<file path="src/rtl/tr_readout_pkg.sv">
package tr_readout_pkg;
    localparam int ADDR_W  = 8;
    localparam int DATA_W  = 8;
    localparam int INT_W   = 8;
    localparam int FRAC_W  = 4;
    localparam int TEMP_W  = INT_W + FRAC_W;
    localparam int NUM_CH  = 3;

    localparam logic [ADDR_W-1:0] A_WHOLE0 = 8'h25;
    localparam logic [ADDR_W-1:0] A_WHOLE1 = 8'h26;
    localparam logic [ADDR_W-1:0] A_WHOLE2 = 8'h27;
    localparam logic [ADDR_W-1:0] A_FINE0  = 8'h76;
    localparam logic [ADDR_W-1:0] A_FINE1  = 8'h77;

    localparam logic [DATA_W-1:0] WHOLE_RST = 8'h80;
    localparam logic [DATA_W-1:0] FLT_TWOS  = 8'h80;
    localparam logic [DATA_W-1:0] FLT_OFF   = 8'h00;

    typedef enum logic {ST_TRACK, ST_HELD} hold_state_t;
endpackage

</file>
<file path="src/rtl/tr_chan.sv">
module tr_chan
    import tr_readout_pkg::*;
(
    input  logic              clk,
    input  logic              rst_n,
    input  logic              cap_en,
    input  logic [TEMP_W-1:0] temp_i,
    input  logic              fault_i,
    input  logic              fmt_off64,
    output logic [INT_W-1:0]  whole_q,
    output logic [FRAC_W-1:0] fine_q
);
    localparam int SUM_W  = INT_W + 1;
    localparam int OFFSET = 1 << (INT_W - 2);

    logic [SUM_W-1:0]  off_sum;
    logic [INT_W-1:0]  whole_d;
    logic [FRAC_W-1:0] fine_d;

    assign off_sum = {temp_i[TEMP_W-1], temp_i[TEMP_W-1:FRAC_W]} + SUM_W'(OFFSET);

    always_comb begin
        whole_d = temp_i[TEMP_W-1:FRAC_W];
        fine_d  = temp_i[FRAC_W-1:0];
        if (fault_i) begin
            whole_d = fmt_off64 ? FLT_OFF : FLT_TWOS;
            fine_d  = '0;
        end else if (fmt_off64) begin
            if (off_sum[SUM_W-1]) begin
                whole_d = '0;
                fine_d  = '0;
            end else begin
                whole_d = off_sum[INT_W-1:0];
            end
        end
    end

    always_ff @(posedge clk) begin
        if (!rst_n) begin
            whole_q <= WHOLE_RST;
            fine_q  <= '0;
        end else if (cap_en) begin
            whole_q <= whole_d;
            fine_q  <= fine_d;
        end
    end
endmodule

</file>
<file path="src/rtl/tr_hold_ctrl.sv">
module tr_hold_ctrl
    import tr_readout_pkg::*;
(
    input  logic              clk,
    input  logic              rst_n,
    input  logic              meas_valid,
    input  logic              rd_en,
    input  logic [ADDR_W-1:0] rd_addr,
    output logic              cap_en,
    output logic              held,
    output logic [NUM_CH-1:0] pend
);
    hold_state_t       state_q, state_d;
    logic [NUM_CH-1:0] pend_d;
    logic [NUM_CH-1:0] whole_hit;
    logic              fine_hit;

    assign fine_hit = rd_en && (rd_addr == A_FINE0 || rd_addr == A_FINE1);

    for (genvar i = 0; i < NUM_CH; i++) begin : g_hit
        assign whole_hit[i] = rd_en && (rd_addr == A_WHOLE0 + ADDR_W'(i));
    end

    always_ff @(posedge clk) begin
        if (!rst_n) begin
            state_q <= ST_TRACK;
            pend    <= '0;
        end else begin
            state_q <= state_d;
            pend    <= pend_d;
        end
    end

    always_comb begin
        state_d = state_q;
        pend_d  = pend;
        unique case (state_q)
            ST_TRACK: begin
                if (fine_hit) begin
                    state_d = ST_HELD;
                    pend_d  = '1;
                end
            end
            ST_HELD: begin
                if (fine_hit) begin
                    pend_d = '1;
                end else begin
                    pend_d = pend & ~whole_hit;
                    if (pend_d == '0) state_d = ST_TRACK;
                end
            end
            default: begin
                state_d = ST_TRACK;
                pend_d  = '0;
            end
        endcase
    end

    always_comb begin
        held   = (state_q == ST_HELD);
        cap_en = meas_valid && (state_q == ST_TRACK) && !fine_hit;
    end
endmodule

</file>
<file path="src/rtl/tr_readout_bank.sv">
module tr_readout_bank
    import tr_readout_pkg::*;
(
    input  logic                     clk,
    input  logic                     rst_n,
    input  logic                     meas_valid,
    input  logic [NUM_CH*TEMP_W-1:0] meas_temp,
    input  logic [NUM_CH-1:0]        meas_fault,
    input  logic                     fmt_off64,
    input  logic                     rd_en,
    input  logic [ADDR_W-1:0]        rd_addr,
    output logic [DATA_W-1:0]        rd_data
);
    logic                     cap_en;
    logic                     held_w;
    logic [NUM_CH-1:0]        pend_w;
    logic [NUM_CH*INT_W-1:0]  whole_flat;
    logic [NUM_CH*FRAC_W-1:0] fine_flat;
    logic [DATA_W-1:0]        rd_mux;

    tr_hold_ctrl u_ctrl (
        .clk        (clk),
        .rst_n      (rst_n),
        .meas_valid (meas_valid),
        .rd_en      (rd_en),
        .rd_addr    (rd_addr),
        .cap_en     (cap_en),
        .held       (held_w),
        .pend       (pend_w)
    );

    for (genvar i = 0; i < NUM_CH; i++) begin : g_ch
        tr_chan u_chan (
            .clk       (clk),
            .rst_n     (rst_n),
            .cap_en    (cap_en),
            .temp_i    (meas_temp[i*TEMP_W +: TEMP_W]),
            .fault_i   (meas_fault[i]),
            .fmt_off64 (fmt_off64),
            .whole_q   (whole_flat[i*INT_W +: INT_W]),
            .fine_q    (fine_flat[i*FRAC_W +: FRAC_W])
        );
    end

    always_comb begin
        case (rd_addr)
            A_WHOLE0: rd_mux = whole_flat[0*INT_W +: INT_W];
            A_WHOLE1: rd_mux = whole_flat[1*INT_W +: INT_W];
            A_WHOLE2: rd_mux = whole_flat[2*INT_W +: INT_W];
            A_FINE0:  rd_mux = {fine_flat[1*FRAC_W +: FRAC_W], fine_flat[0 +: FRAC_W]};
            A_FINE1:  rd_mux = {{(DATA_W-FRAC_W){1'b0}}, fine_flat[2*FRAC_W +: FRAC_W]};
            default:  rd_mux = '0;
        endcase
    end

    always_ff @(posedge clk) begin
        if (!rst_n)     rd_data <= '0;
        else if (rd_en) rd_data <= rd_mux;
    end
endmodule

</file>
<file path="config.mk">
export PLATFORM = sky130hd
export DESIGN_NAME = tr_readout_bank
export DESIGN_NICKNAME = d
export VERILOG_FILES = /design/src/rtl/tr_readout_pkg.sv /design/src/rtl/tr_chan.sv /design/src/rtl/tr_hold_ctrl.sv /design/src/rtl/tr_readout_bank.sv
export SDC_FILE = /design/constraint.sdc
export NUM_CORES = 1
export LEC_CHECK = 0
export BUFFER_PORTS_ARGS = -buffer_cell sky130_fd_sc_hd__buf_2
export CAP_MARGIN = 40
export CORE_UTILIZATION = 38
export CTS_CLUSTER_SIZE = 16
export DETAILED_ROUTE_END_ITERATION = 16
export SYNTH_ARGS = -nofsm -noshare
export SYNTH_HDL_FRONTEND = slang
export SYNTH_SLANG_ARGS = --single-unit
</file>
<file path="constraint.sdc">
create_clock -name clk -period 4.14 [get_ports clk]
set_input_delay 0 -clock clk [delete_from_list [all_inputs] [get_ports clk]]
set_output_delay 0 -clock clk [all_outputs]
set_load 0.01 [all_outputs]
</file>
### Yosys cells after proc, flatten, opt, wreduce, memory -nomap -nowiden

Cells that the tools add are included.

* output and inout port bits: 8
* input bits: 52
* logic and storage cells: 57
* register bits after elaboration: 48

* multiplexer cells: 27
* eq/ne operators: 6
* add/sub/neg operators: 3
* bitwise logic cells: 3
* reduce and logical (&&, ||, !) cells: 9

Operators with widths (number)
* 8-bit two-way mux: 10
* 8-bit one-hot mux with 5 select lines: 1
* 4-bit two-way mux: 9
* 8-bit by 8-bit adder with 9-bit output, second input constant: 3
* 8-bit by 6-bit equality test with 1-bit output, second input constant: 3
* 8-bit by 7-bit equality test with 1-bit output, second input constant: 2
* 1-bit logical AND: 6
* 3-bit two-way mux: 2
* 3-bit one-hot mux with 2 select lines: 1
* 3-bit bitwise AND: 1
* 3-bit zero test: 1
* 1-bit two-way mux: 3
* 3-bit NOT: 1
* 2-bit by 1-bit inequality test with 1-bit output, second input constant: 1
* 1-bit one-hot mux with 2 select lines: 1
* 1-bit zero test: 1
* 1-bit logical OR: 1
* 1-bit NOT: 1

### Longest topological paths before layout

* depth in word-level cells: 8
* gate-level depth with buffers: 8
* mapped depth without buffers: 4

### Cells and area by module

From an unflattened synthesis, not the netlist that was laid out.

* cells, all modules: 213
* area total of the unflattened synthesis: 2238.4 um^2

By module, submodules not included
* tr_chan: seq. area each 240.2 um^2, cells an instance 37, area each 437.9 um^2, instances 3
* tr_readout_bank: seq. area each 160.2 um^2, cells an instance 77, area each 686.9 um^2, instances 1
* tr_hold_ctrl: seq. area each 80.1 um^2, cells an instance 25, area each 237.7 um^2, instances 1

### Worst setup path before layout

No wires, ideal clock.

* path kind: flip-flop to flip-flop
* from: reg u_ctrl.state_q, in the netlist u_ctrl.held
* to: reg g_ch[0].u_chan.fine_q[3]
* stages on the path, launching flop included: 8
* arrival time: 1.210 ns
* slack: 2.802 ns
* buffers on the path: 3
* library setup time: 0.128 ns
* clock period less this slack: 1.338 ns
* data required time: 4.012 ns
* path through: dfxtp_1 -> nand2b_1 -> a41o_1 -> buf_6 -> buf_4 -> buf_4 -> nand3_1 -> o21ai_0

* cells in the longest elaborated chain, start to end: 3

Ends and longest elaborated chain
* start: declaration: RTL line tr_hold_ctrl.sv:13 `hold_state_t state_q, state_d;`
* start signal: assignment: RTL line tr_hold_ctrl.sv:29 `state_q <= state_d;`
* 1-bit NOT: RTL line tr_hold_ctrl.sv:61 `cap_en = meas_valid && (state_q == ST_TRACK) && !fine_hit;`
* 1-bit logical AND (2 in a row): RTL line tr_hold_ctrl.sv:61
* end signal: assignment: RTL line tr_chan.sv:44 `fine_q <= fine_d;`
* end: declaration: RTL line tr_chan.sv:11 `output logic [FRAC_W-1:0] fine_q`

No other way between the ends.
A chain may end at the register's enable or synchronous reset.

==> out/qor.csv <==
stage;metric;value;unit
status;status;complete, no violations;
finish;fraction of layout cells with a size suffix above 1;20.8;%
route;routed vias;2293;
placement;post-DP HPWL;3980;um
route;Initial DRC Count;132;
finish;Filler cells;587;
worst_setup_path;WS Path Type;in -> reg;
yosys;Synth warnings;0;
yosys;Simple-Gate Fraction of Synth Area;25.1;%
global_route;Total GRT Usage;20.2;%
route;routed len/inst;14.0;um
yosys;synthesized cell area;0.00226;mm^2
finish;layout net count;408;
worst_setup_path;CP Capture Type;flip-flop;
timing;max-slew violation count;0;
yosys;register area share after synthesis;42.6;%
global_route;vias in the first global route;2025;
clock_network;TritonCTS clock tree;built;
timing;Fin. Hold Viols;0;
timing;fin crit share;43.3;%
floorplan;Die H;79.1;um
clock_network;TritonCTS Buffers;5;
yosys;Yosys cell types;38;
worst_setup_path;Critical Path RT;4.36;ns
yosys;#FFs+latches synth;48;
yosys;Net Count, Synth;328;
timing;fin crit period;1.79;ns
floorplan;cell row count;27;
placement;port bufs;59;
yosys;Mapped Cells;276;
timing;RSZ-0062 raised after global routing;false;
finish;commonest non-fill, non-tap cell in the layout;buf_2;
global_route;first-pass GRT wire length;9740;um
floorplan;die area;0.00625;mm^2
pwr;Pwr Total;886;uW
yosys;Post-synth EDFFs;0;
clock_network;setup bufs post-CTS;0;
timing;relative slew slack;43.6;%
job;max capacitance violation total;0;
yosys;post-synthesis xor/xnor area fraction;0;%
global_route;global route overflow;0;
yosys;asr flop ratio synth;0;%
timing;sum of negative setup slack;0;ns
placement;Placer Congestion;0.729;
global_route;largest net degree at the start of global routing;60;
clock_network;clock-pin slew on the worst setup and hold paths;0.09;ns
finish;commonest non-fill, non-tap cells in the layout;buf_2 (59), dfxtp_1 (48), nand2_1 (40), o21ai_0 (40), nand3_1 (35);
worst_setup_path;Crit Path Max Fanout;36;
yosys;top post-synthesis cells by area;dfxtp_1 (43%), o21ai_0 (8.9%), nand3_1 (7.8%);
yosys;post-synth top area share;42.6;%
timing;worst-margin pin slew;0.846;ns
yosys;Top FF cell, synth;dfxtp_1;
clock_network;CTS Buffer Depth;2;
clock_network;clk sink count;48;
timing;hold slack;0.00853;ns
yosys;Mean Syn Cell Area;8.17;um^2
timing;Fmax;557;MHz
timing;clock skew;0.00652;ns
yosys;main combinational cell family by area after synthesis;simple AND/OR/NAND/NOR gates;
worst_setup_path;crit path DAT;2.01;ns
pwr;maximum vdd drop;0.115;mV
timing;final number of setup-violating endpoints;0;
floorplan;starting density of the core;40.2;%
pwr;power density cells;298;mW/mm^2
finish;post-route cell area;0.00297;mm^2
global_route;initial antenna violation count;0;
clock_network;hold_buf cts;32;
clock_network;Post-CTS Resized;0;
route;post-route ant nets;0;
route;Post-route DRC;0;
clock_network;H-tree Lvls;2;
finish;post-layout util;53.0;%
clock_network;CTS root buf;clkbuf_8;
placement;Placed Area;0.00257;mm^2
finish;diode count;0;
finish;Layout area overhead;31.8;%
floorplan;IO Count;60;
worst_hold_path;Min-Delay Path Class;in -> reg;
floorplan;core region area;0.00561;mm^2
route;DR pass1 iterations;4;
worst_setup_path;crit start category;primary input;
yosys;post-synthesis adder-cell area fraction;0;%
yosys;Synth Area in Compound Gates;24.5;%
pwr;Pleak;1.14;nW
yosys;area leader, netlist;dfxtp_1;
yosys;mux contribution to synthesized area;3.11;%
route;vias per cell;5.36;
floorplan;Die W;79.1;um
clock_network;Skew-Pair Late Insertion Delay;0.30;ns
route;Total Wirelength;5990;um
## path summary, 6_finish.rpt
path | start | end | slack (ns) | cells after the start
setup reg to reg | u_ctrl.held | g_ch[1].u_chan.whole_q[6] | 2.49 | 5
hold reg to reg | g_ch[0].u_chan.whole_q[6] | g_ch[0].u_chan.whole_q[6] | 0.45 | 2
setup / recovery | rst_n | g_ch[2].u_chan.whole_q[2] | 2.35 | 5
hold / removal | meas_fault[1] | g_ch[1].u_chan.whole_q[6] | 0.009 | 3
## sequential cells by signal, indices dropped and copies added, names as in the netlist
register	flops
u_ctrl.held	1
u_ctrl.pend	3
rd_data	8
g_ch.u_chan.whole_q	24
g_ch.u_chan.fine_q	12
## worst max-delay path, stage by stage
cell	delay [ns]
buf_2	0.50
inv_1	0.41
a311oi_2	0.80
nand2_1	0.10
o21ai_0	0.19
## synthesized netlist by cell type (2+ instances only)
| master | count |
|---|---|
| nand2_1 | 40 |
| or2_2 | 3 |
| o211ai_1 | 2 |
| clkbuf_1 | 8 |
| nor3b_1 | 6 |
| a211o_1 | 3 |
| buf_2 | 3 |
| a21oi_1 | 10 |
| o21ai_0 | 40 |
| a311oi_2 | 3 |
| o21a_1 | 4 |
| inv_1 | 4 |
| a31oi_1 | 5 |
| and3b_1 | 2 |
| nor2b_1 | 2 |
| a22oi_1 | 8 |
| buf_4 | 2 |
| nor2_1 | 8 |
| a22o_1 | 4 |
| and4_1 | 5 |
| nand3_1 | 35 |
| nand4b_1 | 2 |
| buf_1 | 4 |
| or3_1 | 3 |
| o22ai_1 | 4 |
| mux2i_1 | 7 |
| dfxtp_1 | 48 |
## power by group
part | internal, mW | switching, mW
clock | 0.115 | 0.153
sequential | 0.478 | 0.00842
combinational | 0.0636 | 0.0681
## final cells by class
type                            instances  area [um^2]  share of cell area [%]
Sequential cell                        48          961                    32.3
Multi-Input combinational cell        205         1190                    40.0
Timing Repair Buffer                   92          636                    21.4
Tap cell                               72         90.1                    3.03
Inverter                                4         15.0                   0.505
Clock inverter                          2         12.5                   0.421
Clock buffer                            5         68.8                    2.31
## cells by family after synthesis
logic type             count (synthesis)
AO/OA/AOI/OAI                         87
multiplexers                           7
flip-flops                            48
AND/OR/NAND/NOR                      111
buffers and inverters                 23
## through the flow
step	setup slack, ns	instances
global route	2.02	428
floorplan	2.80	276
global placement	2.04	388
CTS	2.33	428
finish	2.35	428
detailed placement	2.01	389
## metal layers
layer	part of all wire [%]	track usage [%]	vias to the layer above
met4	1.5	7.09	0
met1	48	28.5	1063
li1	-	-	1171
met2	46	31.3	52
met5	0	0	-
met3	4.3	2.53	7
Power figures use the tool's default switching activity.
